===== src/rtl/spi_regif_pkg.sv =====
package spi_regif_pkg;
  localparam int STAT_RXF_BIT = 0;
  localparam int STAT_TXE_BIT = 1;

  typedef enum logic [1:0] {
    ACC_NONE  = 2'd0,
    ACC_STAT  = 2'd1,
    ACC_DRD   = 2'd2,
    ACC_DWR   = 2'd3
  } acc_kind_e;
endpackage


===== src/rtl/spi_regif_flag.sv =====
module spi_regif_flag #(
  parameter logic RESET_VAL = 1'b0
) (
  input  logic clk,
  input  logic rst,
  input  logic set_evt,
  input  logic stat_rd,
  input  logic clr_acc,
  output logic flag_q,
  output logic arm_q
);
  always_ff @(posedge clk) begin
    if (rst) begin
      flag_q <= RESET_VAL;
      arm_q  <= 1'b0;
    end else if (set_evt) begin
      flag_q <= 1'b1;
      arm_q  <= 1'b0;
    end else if (clr_acc && arm_q) begin
      flag_q <= 1'b0;
      arm_q  <= 1'b0;
    end else if (stat_rd && flag_q) begin
      arm_q  <= 1'b1;
    end
  end
endmodule


===== src/rtl/spi_regif_txbuf.sv =====
module spi_regif_txbuf #(
  parameter int BW = 8
) (
  input  logic          clk,
  input  logic          rst,
  input  logic          wide_mode,
  input  logic          wr_ok,
  input  logic [1:0]    be,
  input  logic [2*BW-1:0] wdata,
  output logic [2*BW-1:0] tx_data
);
  logic [BW-1:0] byte_q [2];

  for (genvar g = 0; g < 2; g++) begin : g_lane
    always_ff @(posedge clk) begin
      if (rst) byte_q[g] <= '0;
      else if (wr_ok && be[g]) byte_q[g] <= wdata[g*BW +: BW];
    end
  end

  assign tx_data = wide_mode ? {byte_q[1], byte_q[0]} : {{BW{1'b0}}, byte_q[0]};
endmodule


===== src/rtl/spi_regif_rxbuf.sv =====
module spi_regif_rxbuf #(
  parameter int BW = 8
) (
  input  logic            clk,
  input  logic            rst,
  input  logic            wide_mode,
  input  logic            load,
  input  logic [2*BW-1:0] frame,
  input  logic [1:0]      be,
  output logic [2*BW-1:0] rd_view
);
  logic [2*BW-1:0] buf_q;
  logic [2*BW-1:0] shown;

  always_ff @(posedge clk) begin
    if (rst) buf_q <= '0;
    else if (load) buf_q <= wide_mode ? frame : {{BW{1'b0}}, frame[BW-1:0]};
  end

  assign shown = wide_mode ? buf_q : {{BW{1'b0}}, buf_q[BW-1:0]};
  assign rd_view = {shown[2*BW-1:BW] & {BW{be[1]}}, shown[BW-1:0] & {BW{be[0]}}};
endmodule


===== src/rtl/spi_regif.sv =====
module spi_regif
  import spi_regif_pkg::*;
#(
  parameter int BW = 8,
  localparam int DW = 2 * BW
) (
  input  logic          clk,
  input  logic          rst,
  input  logic          wide_mode,
  input  logic          bus_req,
  input  logic          bus_we,
  input  logic          bus_addr,
  input  logic [1:0]    bus_be,
  input  logic [DW-1:0] bus_wdata,
  output logic [DW-1:0] bus_rdata,
  output logic          rx_full,
  output logic          tx_empty,
  output logic [DW-1:0] tx_data,
  output logic          tx_valid,
  input  logic          tx_take,
  input  logic          rx_done,
  input  logic [DW-1:0] rx_frame
);
  acc_kind_e     acc;
  logic          lo_hit;
  logic          rx_arm, tx_arm;
  logic [DW-1:0] rx_view;
  logic [DW-1:0] stat_word;

  always_comb begin
    acc = ACC_NONE;
    if (bus_req) begin
      if (!bus_addr) acc = bus_we ? ACC_NONE : ACC_STAT;
      else           acc = bus_we ? ACC_DWR  : ACC_DRD;
    end
  end

  assign lo_hit = bus_be[0];

  spi_regif_flag #(.RESET_VAL(1'b0)) u_rxf (
    .clk(clk), .rst(rst),
    .set_evt(rx_done),
    .stat_rd(acc == ACC_STAT),
    .clr_acc((acc == ACC_DRD) && lo_hit),
    .flag_q(rx_full), .arm_q(rx_arm)
  );

  spi_regif_flag #(.RESET_VAL(1'b1)) u_txe (
    .clk(clk), .rst(rst),
    .set_evt(tx_take && !tx_empty),
    .stat_rd(acc == ACC_STAT),
    .clr_acc((acc == ACC_DWR) && lo_hit && tx_empty),
    .flag_q(tx_empty), .arm_q(tx_arm)
  );

  spi_regif_txbuf #(.BW(BW)) u_txb (
    .clk(clk), .rst(rst), .wide_mode(wide_mode),
    .wr_ok((acc == ACC_DWR) && tx_empty),
    .be(bus_be), .wdata(bus_wdata), .tx_data(tx_data)
  );

  spi_regif_rxbuf #(.BW(BW)) u_rxb (
    .clk(clk), .rst(rst), .wide_mode(wide_mode),
    .load(rx_done), .frame(rx_frame), .be(bus_be), .rd_view(rx_view)
  );

  always_comb begin
    stat_word = '0;
    stat_word[STAT_RXF_BIT] = rx_full;
    stat_word[STAT_TXE_BIT] = tx_empty;
  end

  always_ff @(posedge clk) begin
    if (rst)                  bus_rdata <= '0;
    else if (acc == ACC_STAT) bus_rdata <= stat_word;
    else if (acc == ACC_DRD)  bus_rdata <= rx_view;
  end

  assign tx_valid = !tx_empty;
endmodule


===== config.mk =====
export PLATFORM = sky130hd
export DESIGN_NAME = spi_regif
export DESIGN_NICKNAME = d
export VERILOG_FILES = /design/src/rtl/spi_regif_pkg.sv /design/src/rtl/spi_regif_flag.sv /design/src/rtl/spi_regif_txbuf.sv /design/src/rtl/spi_regif_rxbuf.sv /design/src/rtl/spi_regif.sv
export SDC_FILE = /design/constraint.sdc
export NUM_CORES = 1
export LEC_CHECK = 0
export ABC_AREA = 1
export BUFFER_PORTS_ARGS = -buffer_cell sky130_fd_sc_hd__buf_4
export CAP_MARGIN = 20
export CELL_PAD_IN_SITES_DETAIL_PLACEMENT = 1
export CELL_PAD_IN_SITES_GLOBAL_PLACEMENT = 1
export CORE_MARGIN = 2
export CORE_UTILIZATION = 35
export CTS_CLUSTER_SIZE = 30
export DETAILED_ROUTE_END_ITERATION = 10
export PLACE_DENSITY = 0.8
export SLEW_MARGIN = 0
export SYNTH_ARGS = -nofsm -noshare
export SYNTH_HDL_FRONTEND = slang
export SYNTH_HIERARCHICAL = 1
export SYNTH_SLANG_ARGS = --single-unit

===== constraint.sdc =====
create_clock -name clk -period 1.6 [get_ports clk]
set_input_delay 0.16 -clock clk [delete_from_list [all_inputs] [get_ports clk]]
set_output_delay 0.16 -clock clk [all_outputs]
set_load 0.02 [all_outputs]

# Word level (Yosys, flattened, before mapping)
# Memory sizes are Yosys's and may differ from the RTL's.
# Cells that the tools add are included.
# totals
ramBits,16
n_memories,1
input_bits,42
ff_bits,36
latch_bits,0
out_inout_bits,35
romBits,0
# op_classes
add_sub_neg,0
shifts,0
reduce_logical,18
mul,0
order_cmp,0
muxes,21
bitwise,4
eq_ne,3
n_div,0
# memory_table
memory,words,width,rd,rd_ports_with_merged_regs,write_ports,line,rtl
u_txb.byte_q,2,8,2,0,2,spi_regif_txbuf.sv:12,logic [BW-1:0] byte_q [2];
# op_table
cell,count
2-to-1 mux 16 bit,3
AND 8 bit,2
2-to-1 mux 8 bit,2
2-to-1 mux 1 bit,12
logical AND 1 bit,11
2-to-1 mux 2 bit,4
OR reduction 3 bit,2
"== test 2 bit, second input constant",2
nonzero test 2 bit,2
OR reduction 2 bit,2
"== test 2 x 1 -> 1 bit, second input constant",1
OR 1 bit,2
zero test 1 bit,1

# Longest topological paths before layout
# Gate-level depths: netlist of run 1.
# logic_depth
depth_word,10
mapped_depth,7
mapped_depth_nobuf,6

# Modules after synthesis
# The synthesis of run 1 kept the hierarchy.
# modules_own_cells
module,cells_each,instances,seq_area_each_um2,area_per_inst_um2
spi_regif_rxbuf,105,1,320.3,705.7
spi_regif_txbuf,72,1,480.5,694.4
spi_regif,90,1,320.3,661.9
spi_regif_flag (u_rxf),10,1,40.0,72.6
spi_regif_flag (u_txe),9,1,40.0,70.1

# Worst setup path before layout of run 1
# OpenSTA, ideal clock, no wires.
# synth_timing
kind,flip-flop to flip-flop
start,reg u_txe.flag_q
end,mem u_txb.byte_q[1][0] (enable)
synth_period_minus_slack_ps,1632
path_stages_with_launch,5
required_ps,1271
setup_ps,329
slack_ps,-32
arrival_time_ps,1304
cell_sequence,dfxtp_1 inv_1 nor3_1 nand2_1 nand2_1
# synth_rtl
item,line,rtl
start: declaration,spi_regif_flag.sv:9,"output logic flag_q,"
start signal: assignment,spi_regif_flag.sv:14,flag_q <= RESET_VAL;
start signal: assignment,spi_regif_flag.sv:17,flag_q <= 1'b1;
start signal: assignment,spi_regif_flag.sv:20,flag_q <= 1'b0;
end: declaration,spi_regif_txbuf.sv:12,

==> run_results.csv, run 1 <==
group,metric,value,unit
die,start_util,36.8,%
power,intPower,2.00,mW
clock_network,clkSinkCount,52,
logic_synthesis,yosys_register_bits,52,
drt,first_pass_iters,4,
drt,initialDrtViolationCount,43,
die,die_y,83.4,um
layout,final_cell_area,0.00292,mm2
place,placed_area,0.00281,mm2
logic_synthesis,synth_area,0.00220,mm2
logic_synthesis,synth_edf_count,16,
power,powerDensity,897,mW/mm2
power,clkPwrFrac,34.0,%
logic_synthesis,synth_adder_area_share,0,%
setup_path,regToRegStartpoint,"u_txe/flag_q",
sta,report.final.slew_viol_count,0,
logic_synthesis,synthMuxAreaShare,0,%
drt,wire_per_inst,12.5,um
power,p_sw,0.621,mW
drt,avgViaCountPerCell,4.51,
global_route,grt_pass1_wl,9070,um
sta,fin_skew,0.00837,ns
logic_synthesis,yosysWarningCount,6,
global_route,grt_overflow,0,
layout,n_antenna_cell,0,
logic_synthesis,synth_top_flop_cell,"dfxtp_1",
logic_synthesis,avgSynthCellArea,7.71,um2
logic_synthesis,yosys-top-cells-count,"nand2_1, nor2_1, inv_1, dfxtp_1, a21oi_1",
place,port_buffers,76,
setup_path,rr_endpoint,"u_txb/byte_q[1][0]",
die,dieArea,0.00695,mm2
sta,relSlewSlack,78.4,%
sta,finalCritPeriodShare,91.3,%
drt,final_antenna_net_count,0,
setup_path,worstPathRequired,1.58,ns
clock_network,clk_latency,0.30,ns
layout,post_route_cells_drive_above_1_share,25.8,%
setup_path,cp_max_fo,8,
logic_synthesis,synth-compound-area-share,7.66,%
die,ioPinCount,77,
logic_synthesis,ys_types,21,
logic_synthesis,synth_cells,286,
place,gp_congestion,0.779,
setup_path,start_kind,"flip-flop",
logic_synthesis,seq_area_frac_synth,54.5,%
sta,tightest_slew,0.324,ns
sta,hold_viol,0,
hold_path,min-delay-start,"rx_frame[2]",
hold_path,hold-path-endpoint,"u_rxb/buf_q[2]",
setup_path,path_class,"flip-flop to flip-flop",
sta,setup-violations-final,0,
power,seqPwrFrac,54.3,%
clock_network,htree_levels,2,
hold_path,holdCritPathClass,"primary input to flip-flop",
die,rows,28,
logic_synthesis,synth-xor-area-share,0,%
setup_path,r2r_cells,4,
drt,routed_wl,5440,um
global_route,first_global_vias,1871,
drt,vias,1968,
power,vdd_drop_max,0.000462,V
logic_synthesis,yosysMostFrequentCell,"nand2_1",
setup_path,cp-end-kind,"flip-flop",
clock_network,cts_tree,"yes",
clock_network,cts_hold_buf,0,
sta,rsz0062_at_grt,"no",
setup_path,rrSetupSlack,0.14,ns
sta,fmax,684,MHz
logic_synthesis,synth_simple_gate_area_share,26.7,%
global_route,grt_start_max_net_pins,25,
power,leakagePower,1.48,nW
hold_path,hold_depth,3,
logic_synthesis,syn_nets,328,
logic_synthesis,synth_top_area_cell,"dfxtp_1",
run_status,outcome,"finished, final reports clean",
layout,nets,402,
global_route,grt_usage,16.1,%
die,core,0.00599,mm2
logic_synthesis,async_reset_ff_share,0,%
drt,drc,0,
logic_synthesis,yosys-top-cells-area,"dfxtp_1, edfxtp_1, nand2_1, nor2_1, inv_1",
setup_path,cp.arrival,1.44,ns
logic_synthesis,synth_top_area_share,32.7,%
place,hpwl,4120,um
power,pwr-share-comb,11.7,%
place,place_inst,428,
layout,finalNonFillerCells,436,
logic_synthesis,synth_top_family_by_area,"simple AND/OR/NAND/NOR gates",
global_route,antenna_found_initial,0,
clock_network,cts_buffers,5,
power,switching_share,23.7,%
job,cap_viol_max_count,0,
clock_network,post_cts_buffers,0,
clock_network,post_cts_resized,0,
sta,period_minus_slack,1.46,ns
clock_network,cts_root_buf,"clkbuf_8",
sta,setup-tns-final,0,ns
clock_network,clockBufferDepth,2,
die,fp.dieW,83.4,um
layout,syn2layout_area_growth,32.5,%
clock_network,cts.reportedPaths.clkPinSlew,0.09,ns
how the worst max path moves through the flow:
stage                 startpoint                  to  depth (start not counted)
detailed placement  u_txe/flag_q  u_txb/byte_q[0][3]                          4
finish              u_txe/flag_q  u_txb/byte_q[1][0]                          4
global route        u_txe/flag_q  u_txb/byte_q[1][1]                          4
CTS                 u_txe/flag_q  u_txb/byte_q[0][2]                          4
floorplan           u_txe/flag_q  u_txb/byte_q[1][0]                          4
global placement    u_txe/flag_q  u_txb/byte_q[0][3]                          4
power groups by stage:
stage / logic (mW) / clock network (mW) / registers (mW)
global route: 0.340 / 0.992 / 1.43
finish: 0.306 / 0.891 / 1.42
floorplan: 0.142 / 0 / 1.47
detailed placement: 0.309 / 0 / 1.46
CTS: 0.311 / 0.925 / 1.43
global placement: 0.302 / 0 / 1.45
per-layer routing:
metal	share of wire (%)	GRT usage, %	vias up
met5	0	0	-
met4	0.44	3.58	0
met3	4.9	4.27	2
met2	49	26.9	48
met1	45	20.9	888
li1	-	-	1030
state kept, by name (all words and copies together) (netlist names):
register / count
bus_rdata: 16
u_rxf/flag_q: 1
u_rxb/buf_q: 16
u_txb/byte_q: 16
u_rxf/arm_q: 1
u_txe/arm_q: 1
u_txe/flag_q: 1
critical path: stages, from the launching register on:
cell	delay [ns]
dfxtp_1	0.41
inv_1	0.11
nor3_2	0.28
nand2_1	0.09
nand2_1	0.25
layout by cell type (no fill, tap or decap), drive strengths merged:
cell type,count
nand2,78
buf,77
nor2,49
inv,47
dfxtp,36
a21oi,25
edfxtp,16
nand3,13
o21ai,8
clkbuf,5
nand4,3
nor4,1
nor3,1
bufinv,1
clkinv,1
metrics by stage:
stage	hold WS [ns]	total power, mW	util (%)	setup slack [ns]
3_3_place_gp	0.381	1.76	46.9	0.168
2_1_floorplan	0.229	1.61	-	0.0587
6_report	0.0777	2.62	48.8	0.139
3_5_place_dp	0.390	1.77	46.9	0.116
5_1_grt	0.0541	2.76	48.8	0.0136
4_1_cts	0.0664	2.66	48.7	0.108
logic make-up (layout without fill, tap and decap cells):
family,Yosys count,after routing
AO/OA/AOI/OAI,33,33
buffers and inverters,56,131
flip-flops,52,52
AND/OR/NAND/NOR,145,145
layout make-up:
class	instances	area [um2]
fill	761	3070
sequential	52	1200
multi-input combinational	178	766
timing repair buffer	77	578
inverter	46	173
tap	75	93.8
clock buffer	5	68.8
clock inverter	3	41.3
No activity file was read; power rests on OpenSTA's default activity.
==> run 2, diff against run 1 <==
--- a/config.mk
+++ b/config.mk
@@ -10,12 +10,11 @@
 export CAP_MARGIN = 20
 export CELL_PAD_IN_SITES_DETAIL_PLACEMENT = 1
 export CELL_PAD_IN_SITES_GLOBAL_PLACEMENT = 1
-export CORE_MARGIN = 2
+export CORE_MARGIN = 5
 export CORE_UTILIZATION = 35
 export CTS_CLUSTER_SIZE = 30
 export DETAILED_ROUTE_END_ITERATION = 10
 export PLACE_DENSITY = 0.8
-export SLEW_MARGIN = 0
 export SYNTH_ARGS = -nofsm -noshare
 export SYNTH_HDL_FRONTEND = slang
 export SYNTH_HIERARCHICAL = 1
==> run_results.csv, run 2 (synthesis gave the netlist of run 1 again) <==
group,metric,value,unit
global_route,grt_usage,14.5,%
global_route,antenna_found_initial,0,
sta,fin_skew,0.00782,ns
power,p_sw,0.571,mW
drt,drc,0,
die,die_y,89.4,um
die,core,0.00624,mm2
layout,final_cell_area,0.00289,mm2
run_status,outcome,"finished, final reports clean",
sta,setup-violations-final,0,
drt,first_pass_iters,4,
drt,final_antenna_net_count,0,
drt,avgViaCountPerCell,4.47,
global_route,first_global_vias,1959,
layout,syn2layout_area_growth,31.0,%
clock_network,cts.reportedPaths.clkPinSlew,0.08,ns
layout,nets,402,
job,cap_viol_max_count,0,
sta,rsz0062_at_grt,"yes",
clock_network,htree_levels,2,
power,seqPwrFrac,59.2,%
hold_path,holdCritPathClass,"primary input to flip-flop",
layout,final_cell_mix,"nand2_1, buf_4, nor2_1",
layout,largestRegisters,"bus_rdata: 16 flops, u_rxb/buf_q: 16 flops, u_txb/byte_q: 16 flops",
power,vdd_drop_max,0.000382,V
place,port_buffers,76,
die,start_util,35.3,%
die,dieArea,0.00799,mm2
sta,relSlewSlack,78.5,%
clock_network,cts_hold_buf,0,
die,rows,29,
clock_network,clk_latency,0.29,ns
global_route,grt_start_max_net_pins,25,
drt,initialDrtViolationCount,37,
place,placed_area,0.00281,mm2
layout,post_route_cells_drive_above_1_share,24.7,%
power,leakagePower,1.46,nW
setup_path,worstPathRequired,1.57,ns
die,ioPinCount,77,
place,hpwl,4460,um
layout,post-route-util,46.3,%
power,powerDensity,834,mW/mm2
clock_network,post_cts_buffers,0,
setup_path,cp.arrival,1.44,ns
clock_network,clkSinkCount,52,
sta,tightest_slew,0.322,ns
clock_network,cts_tree,"yes",
hold_path,hold_depth,3,
place,gp_congestion,0.727,
drt,wire_per_inst,12.7,um
sta,finalCritPeriodShare,92.0,%
setup_path,r2r_cells,4,
sta,period_minus_slack,1.47,ns
clock_network,cts_root_buf,"clkbuf_8",
sta,fmax,679,MHz
drt,routed_wl,5530,um
global_route,grt_pass1_wl,9030,um
clock_network,cts_buffers,5,
setup_path,start_kind,"flip-flop",
power,switching_share,23.7,%
drt,vias,1952,
sta,hold_viol,0,
clock_network,post_cts_resized,0,
sta,report.final.slew_viol_count,0,
setup_path,path_class,"flip-flop to flip-flop",
clock_network,clockBufferDepth,2,
die,fp.dieW,89.4,um
power,clkPwrFrac,28.2,%
layout,n_antenna_cell,0,
global_route,grt_overflow,0,
power,pwr-share-comb,12.6,%
layout,fillers,780,
setup_path,cp_max_fo,8,
power,intPower,1.84,mW
setup_path,cp-end-kind,"flip-flop",
==> run 2: area by class of cell <==
class / count / area (um2) / share of cell area, %
Multi-Input combinational cell: 178 / 763 / 26.4
Timing Repair Buffer: 77 / 578 / 20.0
Clock buffer: 7 / 76.3 / 2.64
Tap cell: 77 / 96.3 / 3.34
Sequential cell: 52 / 1200 / 41.6
Inverter: 46 / 173 / 5.98
==> run 2: routing by layer <==
| metal | vias to the layer above | global-route usage [%] | wire length (um) |
|---|---|---|---|
| met5 | - | 0 | 0 |
| met4 | 0 | 4.47 | 54 |
| met3 | 2 | 2.86 | 354 |
| met2 | 53 | 25.7 | 2730 |
| met1 | 870 | 17.8 | 2390 |
| li1 | 1027 | - | - |
==> run 2: power groups by stage <==
stage	sequential (mW)	combinational [mW]	clock, mW
4_1_cts	1.43	0.309	0.706
2_1_floorplan	1.47	0.142	0
3_3_place_gp	1.45	0.302	0
3_5_place_dp	1.46	0.309	0
6_report	1.43	0.303	0.680
5_1_grt	1.43	0.337	0.775
==> run 2: path summary, 6_finish.rpt <==
kind | startpoint | to | slack [ns]
worst min register to register | bus_rdata[9] | bus_rdata[9] | 0.47
worst min-delay path | rx_frame[6] | u_rxb/buf_q[6] | 0.09
worst max-delay path | u_txe/flag_q | u_txb/byte_q[1][1] | 0.13
worst max register to register | u_txe/flag_q | u_txb/byte_q[1][1] | 0.13
==> run 2: critical path, stage by stage, from the launching register on <==
cell and delay, ns:
dfxtp_1 0.41, inv_1 0.11, nor3_2 0.29, nand2_1 0.10, nand2_1 0.25
==> run 2: per-stage QoR <==
| stage | hold WS (ns) | instances | total power, mW | TNS, ns | setup WS [ns] |
|---|---|---|---|---|---|
| after floorplan | 0.229 | 286 | 1.61 | 0 | 0.0587 |
| after global placement | 0.384 | 430 | 1.76 | 0 | 0.181 |
| after detailed placement | 0.388 | 430 | 1.76 | 0 | 0.104 |
| after CTS | 0.0808 | 437 | 2.44 | 0 | 0.0834 |
| after global routing | 0.0874 | 437 | 2.54 | -0.00870 | -0.00870 |
| final | 0.0876 | 437 | 2.41 | 0 | 0.128 |
==> run 3, diff against run 2 <==
--- a/config.mk
+++ b/config.mk
@@ -6,6 +6,7 @@
 export NUM_CORES = 1
 export LEC_CHECK = 0
 export ABC_AREA = 1
+export ABC_CLOCK_PERIOD_IN_PS = 1600
 export BUFFER_PORTS_ARGS = -buffer_cell sky130_fd_sc_hd__buf_4
 export CAP_MARGIN = 20
 export CELL_PAD_IN_SITES_DETAIL_PLACEMENT = 1
==> constraint.sdc (replaced) <==
create_clock -name clk -period 1.6 [get_ports clk]
set_input_delay 0.08 -clock clk [delete_from_list [all_inputs] [get_ports clk]]
set_output_delay 0.08 -clock clk [all_outputs]
set_load 0.02 [all_outputs]
==> run_results.csv, run 3 (synthesis gave the netlist of run 1 again) <==
group,metric,value,unit
run_status,outcome,"finished, final reports clean",
drt,avgViaCountPerCell,4.43,
die,die_y,89.4,um
layout,post_route_cells_drive_above_1_share,24.8,%
place,hpwl,4470,um
die,ioPinCount,77,
setup_path,cp.arrival,1.46,ns
sta,period_minus_slack,1.49,ns
drt,first_pass_iters,4,
setup_path,crit_path_start,"u_txe/flag_q",
hold_path,min-delay-start,"rx_frame[0]",
power,intPower,1.95,mW
power,switching_share,23.6,%
global_route,grt_usage,15.0,%
power,vdd_drop_max,0.000447,V
global_route,use_met3,2.67,%
die,core,0.00624,mm2
sta,fin_skew,0.00837,ns
sta,hold_viol,0,
layout,post-route-util,47.7,%
sta,report.final.slew_viol_count,0,
setup_path,rrSetupSlack,0.11,ns
die,dieArea,0.00799,mm2
setup_path,crit_end,"u_txb/byte_q[1][1]",
power,clkPwrFrac,31.6,%
die,fp.dieW,89.4,um
global_route,grt_start_max_net_pins,25,
drt,drc,0,
drt,initialDrtViolationCount,71,
global_route,gr-usage-met1,18.2,%
sta,setup-violations-final,0,
setup_path,regToRegStartpoint,"u_txe/flag_q",
power,seqPwrFrac,55.9,%
global_route,grt_overflow,0,
layout,largestRegisters,"bus_rdata: 16 flops, u_rxb/buf_q: 16 flops, u_txb/byte_q: 16 flops",
layout,final_cell_mix,"nand2_1, buf_4, nor2_1",
power,pwr-share-comb,12.5,%
drt,wire_per_inst,12.8,um
setup_path,start_kind,"flip-flop",
sta,fin_hold_ws,0.0207,ns
clock_network,cts_tree,"yes",
global_route,grt_busiest_layer,"met2",
setup_path,r2r_cells,4,
sta,fmax,673,MHz
clock_network,cts.reportedPaths.clkPinSlew,0.09,ns
power,powerDensity,856,mW/mm2
hold_path,holdCritPathClass,"primary input to flip-flop",
setup_path,cp-end-kind,"flip-flop",
layout,n_antenna_cell,0,
global_route,first_global_vias,1976,
sta,finalCritPeriodShare,92.8,%
clock_network,cts_root_buf,"clkbuf_8",
sta,worst_slack,0.115,ns
sta,setup-tns-final,0,ns
sta,relSlewSlack,79.6,%
global_route,grt_pass1_wl,9240,um
drt,routed_wl,5700,um
global_route,antenna_found_initial,0,
layout,nets,408,
place,gp_congestion,0.729,
die,rows,29,
clock_network,htree_levels,2,
layout,syn2layout_area_growth,35.1,%
setup_path,cp_max_fo,8,
place,port_buffers,76,
setup_path,worstPathRequired,1.57,ns
setup_path,rr_endpoint,"u_txb/byte_q[1][1]",
clock_network,clockBufferDepth,2,
drt,final_antenna_net_count,0,
power,p_sw,0.602,mW
setup_path,path_class,"flip-flop to flip-flop",
clock_network,cts_buffers,5,
sta,rsz0062_at_grt,"no",
global_route,met2_usage,26.7,%
clock_network,post_cts_buffers,0,
drt,vias,1967,
power,finalPower,2.55,mW
job,cap_viol_max_count,0,
clock_network,clkSinkCount,52,
place,post-place-ws,0.0690,ns
sta,tightest_slew,0.305,ns
clock_network,clk_latency,0.29,ns
die,start_util,35.3,%
power,leakagePower,1.49,nW
## run 3: cell count changes in the layout (fill, tap and decap cells not counted), sizes merged
cell         previous run  this run
clkinv                  0         1
dlygate4sd3             0         7
buf                    77        76
## run 3: power by group through the flow
stage | Combinational (mW) | Sequential [mW] | Clock, mW
6_report | 0.318 | 1.43 | 0.806
5_1_grt | 0.354 | 1.43 | 0.894
4_1_cts | 0.323 | 1.43 | 0.838
3_5_place_dp | 0.308 | 1.46 | 0
3_3_place_gp | 0.300 | 1.45 | 0
2_1_floorplan | 0.142 | 1.47 | 0
## run 3: what timing repair did
action | in CTS | in global routing
endpoints found under the setup margin | 0 | 8
endpoints found under the hold margin | 7 | 0
resized for setup | 0 | 1
hold buffers | 7 | 0
## run 3: layout make-up
type	instances	area [um2]
timing repair buffer	83	641
sequential	52	1200
tap	77	96.3
fill	790	3260
inverter	46	173
clock buffer	7	97.6
clock inverter	1	5.00
multi-input combinational	178	766
## run 3: worst min path at each step
stage / slack (ns) / cells past startpoint / end
finish: 0.02 / 3 / u_rxb/buf_q[0]
global route: 0.03 / 3 / u_rxb/buf_q[0]
CTS: 0.02 / 3 / u_rxb/buf_q[0]
detailed placement: 0.31 / 3 / u_rxb/buf_q[5]
global placement: 0.30 / 3 / u_rxb/buf_q[6]
floorplan: 0.15 / 1 / u_rxf/flag_q
## run 3: metal layers
layer  part of all wire [%]  wire length [um]
met4                    1.2                67
met1                     44              2480
met3                    5.0               283
met2                     50              2870
met5                      0                 0
## run 3: per-stage QoR
stage / cell area, um2 / std cells
floorplan: 2210 / 286
global placement: 2800 / 429
detailed placement: 2800 / 429
CTS: 2980 / 444
global route: 2980 / 444
finish: 2980 / 444
## run 3: critical path, stage by stage (launching register included)
cell and delay (ns):
dfxtp_1 0.41, inv_1 0.11, nor3_2 0.29, nand2_1 0.09, nand2_1 0.25
